--- src/rtl/pll_scan_pkg.sv ---
package pll_scan_pkg;

   typedef enum logic [2:0] {
      ST_IDLE,
      ST_LEAD,
      ST_SHIFT,
      ST_UPDATE,
      ST_WRISE,
      ST_WFALL,
      ST_PRST
   } scan_state_e;

   localparam int unsigned LEN_CORNER = 234;
   localparam int unsigned LEN_SIDE   = 180;

   function automatic int unsigned chain_len(input bit side_pll);
      return side_pll ? LEN_SIDE : LEN_CORNER;
   endfunction

endpackage

--- src/rtl/pll_scan_shifter.sv ---
module pll_scan_shifter #(
   parameter int unsigned LEN = 234
) (
   input  logic           clk,
   input  logic           rst,
   input  logic           load_i,
   input  logic [LEN-1:0] word_i,
   input  logic           shift_i,
   output logic           bit_o,
   output logic           last_o
);
   localparam int unsigned CW = $clog2(LEN + 1);

   generate
      if (LEN < 2) begin : g_bad_len
         $error("pll_scan_shifter: LEN must be at least 2");
      end
   endgenerate

   logic [LEN-1:0] sh_q;
   logic [CW-1:0]  cnt_q;

   always_ff @(posedge clk) begin
      if (rst) begin
         sh_q  <= '0;
         cnt_q <= '0;
      end else if (load_i) begin
         sh_q  <= word_i;
         cnt_q <= '0;
      end else if (shift_i) begin
         sh_q  <= {sh_q[LEN-2:0], 1'b0};
         cnt_q <= cnt_q + 1'b1;
      end
   end

   assign bit_o  = sh_q[LEN-1];
   assign last_o = (cnt_q == CW'(LEN - 1));

endmodule

--- src/rtl/pll_scan_done_mon.sv ---
module pll_scan_done_mon #(
   parameter int unsigned TIMEOUT = 1024
) (
   input  logic clk,
   input  logic rst,
   input  logic arm_i,
   input  logic done_i,
   output logic rise_o,
   output logic fall_o,
   output logic expired_o
);
   localparam int unsigned TW = $clog2(TIMEOUT + 1);

   generate
      if (TIMEOUT < 2) begin : g_bad_to
         $error("pll_scan_done_mon: TIMEOUT must be at least 2");
      end
   endgenerate

   logic          done_q;
   logic [TW-1:0] timer_q;

   always_ff @(posedge clk) begin
      if (rst) begin
         done_q  <= 1'b0;
         timer_q <= '0;
      end else begin
         done_q  <= done_i;
         timer_q <= arm_i ? timer_q + 1'b1 : '0;
      end
   end

   assign rise_o    = done_i & ~done_q;
   assign fall_o    = ~done_i & done_q;
   assign expired_o = arm_i & ~rise_o & (timer_q == TW'(TIMEOUT - 1));

endmodule

--- src/rtl/pll_scan_pulse_timer.sv ---
module pll_scan_pulse_timer #(
   parameter int unsigned WIDTH = 4
) (
   input  logic clk,
   input  logic rst,
   input  logic run_i,
   output logic last_o
);
   localparam int unsigned PW = $clog2(WIDTH + 1);

   generate
      if (WIDTH < 1) begin : g_bad_w
         $error("pll_scan_pulse_timer: WIDTH must be at least 1");
      end
   endgenerate

   logic [PW-1:0] cnt_q;

   always_ff @(posedge clk) begin
      if (rst || !run_i) cnt_q <= '0;
      else               cnt_q <= cnt_q + 1'b1;
   end

   assign last_o = run_i & (cnt_q == PW'(WIDTH - 1));

endmodule

--- src/rtl/pll_scan_reconfig.sv ---
module pll_scan_reconfig
   import pll_scan_pkg::*;
#(
   parameter bit          SIDE_PLL     = 1'b0,
   parameter int unsigned RST_PULSE    = 4,
   parameter int unsigned DONE_TIMEOUT = 1024,
   localparam int unsigned CHAIN_LEN   = chain_len(SIDE_PLL)
) (
   input  logic                 clk,
   input  logic                 rst,
   input  logic                 start_i,
   input  logic [CHAIN_LEN-1:0] cfg_i,
   input  logic                 pll_rst_req_i,
   input  logic                 scan_done_i,
   output logic                 scan_en_o,
   output logic                 scan_data_o,
   output logic                 cfg_update_o,
   output logic                 pll_reset_o,
   output logic                 busy_o,
   output logic                 error_o
);
   scan_state_e state_q, state_d;
   logic        need_rst_q;
   logic        err_q, err_d;
   logic        accept;
   logic        sh_bit, sh_last;
   logic        d_rise, d_fall, d_expired;
   logic        p_last;

   assign accept = (state_q == ST_IDLE) && start_i;

   pll_scan_shifter #(.LEN(CHAIN_LEN)) u_shift (
      .clk     (clk),
      .rst     (rst),
      .load_i  (accept),
      .word_i  (cfg_i),
      .shift_i (state_q == ST_SHIFT),
      .bit_o   (sh_bit),
      .last_o  (sh_last)
   );

   pll_scan_done_mon #(.TIMEOUT(DONE_TIMEOUT)) u_done (
      .clk       (clk),
      .rst       (rst),
      .arm_i     (state_q == ST_WRISE),
      .done_i    (scan_done_i),
      .rise_o    (d_rise),
      .fall_o    (d_fall),
      .expired_o (d_expired)
   );

   pll_scan_pulse_timer #(.WIDTH(RST_PULSE)) u_pulse (
      .clk    (clk),
      .rst    (rst),
      .run_i  (state_q == ST_PRST),
      .last_o (p_last)
   );

   always_comb begin
      state_d = state_q;
      err_d   = 1'b0;
      unique case (state_q)
         ST_IDLE:   if (start_i) state_d = ST_LEAD;
         ST_LEAD:   state_d = ST_SHIFT;
         ST_SHIFT:  if (sh_last) state_d = ST_UPDATE;
         ST_UPDATE: state_d = ST_WRISE;
         ST_WRISE: begin
            if (d_rise) state_d = ST_WFALL;
            else if (d_expired) begin
               state_d = ST_IDLE;
               err_d   = 1'b1;
            end
         end
         ST_WFALL:  if (d_fall) state_d = need_rst_q ? ST_PRST : ST_IDLE;
         ST_PRST:   if (p_last) state_d = ST_IDLE;
         default:   state_d = ST_IDLE;
      endcase
   end

   always_ff @(posedge clk) begin
      if (rst) begin
         state_q    <= ST_IDLE;
         need_rst_q <= 1'b0;
         err_q      <= 1'b0;
      end else begin
         state_q <= state_d;
         err_q   <= err_d;
         if (accept) need_rst_q <= pll_rst_req_i;
      end
   end

   assign scan_en_o    = (state_q == ST_LEAD) || (state_q == ST_SHIFT);
   assign scan_data_o  = (state_q == ST_SHIFT) && sh_bit;
   assign cfg_update_o = (state_q == ST_UPDATE);
   assign pll_reset_o  = (state_q == ST_PRST);
   assign busy_o       = (state_q != ST_IDLE);
   assign error_o      = err_q;

endmodule

--- config.mk ---
export PLATFORM = sky130hd
export DESIGN_NAME = pll_scan_reconfig
export DESIGN_NICKNAME = d
export VERILOG_FILES = /design/src/rtl/pll_scan_pkg.sv /design/src/rtl/pll_scan_shifter.sv /design/src/rtl/pll_scan_done_mon.sv /design/src/rtl/pll_scan_pulse_timer.sv /design/src/rtl/pll_scan_reconfig.sv
export SDC_FILE = /design/constraint.sdc
export NUM_CORES = 1
export LEC_CHECK = 0
export ABC_AREA = 1
export BUFFER_PORTS_ARGS = -buffer_cell sky130_fd_sc_hd__buf_2
export CAP_MARGIN = 10
export CORE_ASPECT_RATIO = 1.5
export CORE_MARGIN = 5
export CORE_UTILIZATION = 40
export DETAILED_ROUTE_END_ITERATION = 16
export GPL_TIMING_DRIVEN = 0
export HOLD_SLACK_MARGIN = 0.06
export PLACE_DENSITY = 0.66
export SYNTH_ARGS = -nofsm -noshare
export SYNTH_HDL_FRONTEND = slang
export SYNTH_SLANG_ARGS = --single-unit
export TNS_END_PERCENT = 50
--- constraint.sdc ---
create_clock -name clk -period 1.7 [get_ports clk]
set_input_delay 0.17 -clock clk [delete_from_list [all_inputs] [get_ports clk]]
set_output_delay 0.17 -clock clk [all_outputs]
set_load 0.005 [all_outputs]
# Word level (Yosys, flattened, before mapping)
# Index checks and enable logic that the tools add are counted.
# W data, S select, Z words.
# word_totals
ff_bits	262
in_bits	239
# op_classes
add_sub_neg	3
n_eq_ne	14
muxes	11
n_bitwise	9
reduce_logical	12
# op_table
op	n
$mux W234	2
$mux W3	7
$pmux W3 S7	1
$add A11 B1 Y11 const B	1
$eq A11 B10 Y1 const B	1
$eq A3 B2 Y1 const B	3
$eq A3 B3 Y1 const B	3
$add A8 B1 Y8 const B	1
$eq A8 B8 Y1 const B	1
$ne A2 B2 Y1 const B	4
$and A1 B1 Y1	5
$reduce_and A5 Y1	1
$not A1 Y1	4
$reduce_or A2 Y1	2
$add A3 B1 Y3 const B	1
$eq A3 B1 Y1 const B	1
$logic_not A3 Y1	1
$ne A3 B3 Y1 const B	1
$reduce_bool A3 Y1	1
$reduce_or A3 Y1	1
$logic_and A1 B1 Y1	2
$logic_or A1 B1 Y1	2
$reduce_bool A2 Y1	1
$logic_not A1 Y1	1
$mux W1	1

# Logic depth before layout (Yosys ltp)
# depth
depth_word	8
mapped_depth	10
depth_no_buf	10

# By module
# From an unflattened synthesis, not the netlist that was laid out.
# unflattened
cells_unflattened	1939
hier_area_um2	12155.4
# modules_own_cells
module	n_inst	cells_per_inst	area_per_inst_um2
pll_scan_shifter	1	1788	11106.9
pll_scan_done_mon	1	67	514.2
pll_scan_reconfig	1	70	415.4
pll_scan_pulse_timer	1	14	118.9

# Worst setup path after synthesis
# No wires, ideal clock.
# synth_path
path_kind	register to register
from	reg state_q[2]
to	reg u_shift.sh_q[65]
setup_time_ns	0.074
arrival_ns	1.373
required_time_ns	1.626
setup_slack_ns	0.253
stages_incl_launch_ff	9
n_path_buf	3
synth_period_minus_slack_ns	1.447
path_cell_list	dfxtp_1 -> buf_2 -> clkinv_2 -> nand3_4 -> inv_4 -> buf_2 -> clkbuf_1 -> nand2_1 -> a31oi_1
# synth_via
elab_chain_cells	3
elab_cells_between_ends	5
# synth_rtl
item	line_no	rtl
start: declaration	pll_scan_reconfig.sv:22	scan_state_e state_q, state_d;
start signal: assignment	pll_scan_reconfig.sv:86	state_q <= state_d;
$logic_not A3 Y1	pll_scan_reconfig.sv:30	assign accept = (state_q == ST_IDLE) && start_i;
$logic_and A1 B1 Y1	pll_scan_reconfig.sv:30	
$mux W234 or $reduce_bool A2 Y1 (tied branches)	n/a	
end signal: assignment	pll_scan_shifter.sv:28	sh_q <= word_i;
end signal: assignment	pll_scan_shifter.sv:31	sh_q <= {sh_q[LEN-2:0], 1'b0};
end: declaration	pll_scan_shifter.sv:20	logic [LEN-1:0] sh_q;
# Parallel ways exist; a longest one is shown, timed or not.
# A chain may end at the register's enable or synchronous reset.

# Worst setup path after layout
# layout_path
from	reg state_q[2]
to	out scan_en_o
# layout_via
elab_chain_cells	2
elab_cells_between_ends	3
# layout_rtl
item	line_no	rtl
$eq A3 B1 Y1 or $eq A3 B2 Y1 (tied branches)	pll_scan_reconfig.sv:92	assign scan_en_o = (state_q == ST_LEAD) || (state_q == ST_SHIFT);
$logic_or A1 B1 Y1 (*)	pll_scan_reconfig.sv:92	
end: declaration	pll_scan_reconfig.sv:15	output logic scan_en_o,
# Mark *: on every way between the ends. The rest lies on a longest branch, timed or not.

==> flow_summary_export.csv <==
group,metric,value,unit
outcome,run_status,"complete, no violations",
sta,hold_viol_final,0,
clock_network,clk_path_buf_depth,3,
yosys,netlist_top_cells_area,"sky130_fd_sc_hd__dfxtp_1, sky130_fd_sc_hd__nand2_1, sky130_fd_sc_hd__a31oi_1, sky130_fd_sc_hd__buf_2, sky130_fd_sc_hd__nor2_1",
global_route,grt-ovfl-total,0,
cells_and_area,synthesis_to_finish_area_growth,49.2,%
global_route,grt_pass1_wl,55300,um
routing,drc,0,
power,intPower,0.0147,W
routing,drt-vias-per-instance,5.08,
power,share_clk_of_total_power,26.0,%
floorplan,num_io_pins,245,
sta,fmax,0.599,GHz
hold_path,min_path_type,"in -> reg",
critical_path,wp_data_required,1530,ps
placed_design,dpl-instance-area,12400,sq um
cells_and_area,fin_area,16000,sq um
yosys,synthArstFlopShare,0,%
sta,period_needed,1670,ps
sta,clock-skew-final,21.4,ps
routing,detailroute.via_count,11900,
yosys,avg_cell_area_syn,7.36,sq um
cells_and_area,final_core_util,60.4,%
critical_path,critPathKind,"reg -> out",
sta,setup_viol,0,
yosys,synth.lib_cells_used.distinct,30,
floorplan,dieWidth,144,um
power,power.density_cell_area,1450,nW/um^2
clock_network,ctsRootBufferMaster,"sky130_fd_sc_hd__clkbuf_16",
critical_path,cp.arrival,1500,ps
critical_path,cpMaxStageDelayCell,"sky130_fd_sc_hd__dfxtp_1",
critical_path,slowest_stage_delay_on_critical_path,310,ps
sta,timing_worst_slew_pin_value,612,ps
global_route,grt_start_max_net_pins,15,
sta,grt_setup_unrepaired,"true",
yosys,post_synth_top_flop,"sky130_fd_sc_hd__dfxtp_1",
floorplan,floorplan.initialDensity,40.5,%
power,p_sw,0.00840,W
power,netSwitchingFraction,36.3,%
placed_design,finalWeightedCongestion,0.818,
sta,timing.setup.tns,0,ps
floorplan,die_height,210,um
cells_and_area,layout-drive-gt1-share,20.0,%
critical_path,path_max_fanout,6,
yosys,synthCells,1456,
floorplan,placementRows,73,
power,irDropWorstVdd,0.000957,V
sta,layout_worst_path_cycle_share,98.3,%
critical_path,timing.critical_path.mode_cell,"sky130_fd_sc_hd__buf_6",
yosys,synth_largest_area_cell,"sky130_fd_sc_hd__dfxtp_1",
global_route,grt_antenna_before_repair,3,
floorplan,coreArea,26500,sq um
critical_path,crit_path_cell_trace,"buf_6, inv_8, nand3_4, buf_6, nand2_1, buf_2",
global_route,globalRouteTotalUtil,22.0,%
clock_network,tritoncts_num_sinks,262,
power,power.share.combinational,38.8,%
yosys,ys_warn_count,0,
yosys,yosysSeqAreaShare,48.9,%
yosys,mappedNetlistNets,1700,
global_route,grt_pass1_vias,11900,
sta,maxSlewViolCount,0,
critical_path,worstSetupStartpointType,"flip-flop",
power,static_leakage,6.22,nW
clock_network,tritoncts,"done",
critical_path,critical_path.top_delay_family,"buffers and inverters",
cells_and_area,layout_common_cells,"sky130_fd_sc_hd__nand2_1, sky130_fd_sc_hd__dfxtp_1, sky130_fd_sc_hd__buf_2",
sta,relSlewSlack,59.2,%
yosys,netlist.area_leader.share,48.9,%
routing,dr.first_iter.drc_count,561,
placed_design,port_buffers,244,
routing,dr.pass1.iters,5,
yosys,number_of_enable_type_register_cells_in_the_synthesized_netlist,0,
routing,routed_wire_length_per_instance,14.7,um
cells_and_area,most_frequent_standard_cell_in_the_layout_excluding_fill_and_tap_cells,"sky130_fd_sc_hd__nand2_1",
clock_network,clk_latency,540,ps
routing,totalWireLength,34400,um
flow_run,max-cap-violations,0,
yosys,synth.ff_latch_count,262,
clock_network,cts_made_buffers,27,
cells_and_area,layout.nets,2223,
routing,detail-route-antenna-nets,0,
clock_network,clock_pin_slew_worst_setup_and_hold_paths,70,ps
placed_design,dp_hpwl,21400,um
floorplan,die_area,30200,sq um
power,power.sequential.fraction,35.2,%
clock_network,cts-htree-levels,1,
critical_path,timing.critical_path.buf_inv,4,
yosys,post_synth_instance_area,10700,sq um
critical_path,cp-end-kind,"primary output",
## state kept, by name, indices dropped and copies added, names as in the netlist
name,flops
error_o,1
need_rst_q,1
state_q,3
u_done.done_q,1
u_done.timer_q,11
u_pulse.cnt_q,3
u_shift.cnt_q,8
u_shift.sh_q,234
## worst min-delay path, stage by stage
cell and delay [ps]:
sky130_fd_sc_hd__buf_2 120, sky130_fd_sc_hd__clkbuf_1 280, sky130_fd_sc_hd__a31oi_1 210
## final cells by class
cell class                      count  area (sq um)
Inverter                           27           114
Antenna cell                        3          7.51
Timing Repair Buffer              493          3780
Sequential cell                   262          5250
Clock inverter                     13           130
Buffer                            104           706
Fill cell                        2242         10500
Clock buffer                       36           769
Tap cell                          337           422
Multi-Input combinational cell   1064          4810
## timing repair
item,in CTS,in global routing
gates resized for setup,41,26
setup endpoints to repair,228,108
hold endpoints to repair,240,0
hold buffers,237,0
gates cloned,4,0
pin swaps,6,1
buffers inserted,8,1
## per-stage QoR
step | power (W) | hold slack, ps | setup WS, ps | instances
CTS | 0.0231 | 244 | 0.221 | 2335
finish | 0.0231 | 276 | 29.7 | 2339
global placement | 0.0156 | 397 | -295 | 2037
detailed placement | 0.0157 | 416 | -314 | 2037
global route | 0.0246 | 326 | -24.0 | 2339
floorplan | 0.0136 | 295 | 253 | 1456
## cell usage after synthesis, drive strengths merged, types with 4 or more instances
library cell,instances
nand2,735
dfxtp,262
a31oi,233
buf,68
nor2,41
clkbuf,36
inv,25
nand3,15
a21oi,8
o21ai,6
xor2,6
ha,5
nor3,4
## worst paths after layout
kind | start | end | slack [ps] | cells past startpoint
worst max-delay path | state_q[2]$_SDFFE_PP0P_ | scan_en_o | 30 | 6
worst min-delay path | rst | u_shift.sh_q[196]$_SDFFE_PP0P_ | 280 | 3
worst max register to register | state_q[1]$_SDFFE_PP0P_ | u_shift.sh_q[208]$_SDFFE_PP0P_ | 80 | 7
worst min register to register | u_pulse.cnt_q[0]$_SDFF_PP0_ | u_pulse.cnt_q[0]$_SDFF_PP0_ | 430 | 1
## cells by family after synthesis
kind of cell	Yosys count	synth area share, %
AO/OA/AOI/OAI	247	14.3
AND/OR/NAND/NOR	804	29.1
flip-flops	262	48.9
adder cells (fa/ha/maj)	5	0.584
XOR/XNOR	7	0.572
buffers and inverters	131	6.57
## layer usage
metal / vias to the layer above / track usage (%) / wire length (um)
met5: - / 0 / 0
met4: 0 / 11.6 / 1800
met3: 142 / 3.52 / 2000
met2: 445 / 38.8 / 17100
met1: 5438 / 25.2 / 13500
li1: 5857 / - / -
## power by group through the flow
| stage | registers, W | clock network [W] | logic, W |
|---|---|---|---|
| floorplan | 0.00807 | 0 | 0.00551 |
| global placement | 0.00820 | 0 | 0.00739 |
| detailed placement | 0.00822 | 0 | 0.00746 |
| CTS | 0.00812 | 0.00614 | 0.00883 |
| global route | 0.00828 | 0.00639 | 0.00994 |
| finish | 0.00815 | 0.00601 | 0.00898 |
No activity file was read; power rests on OpenSTA's default activity.
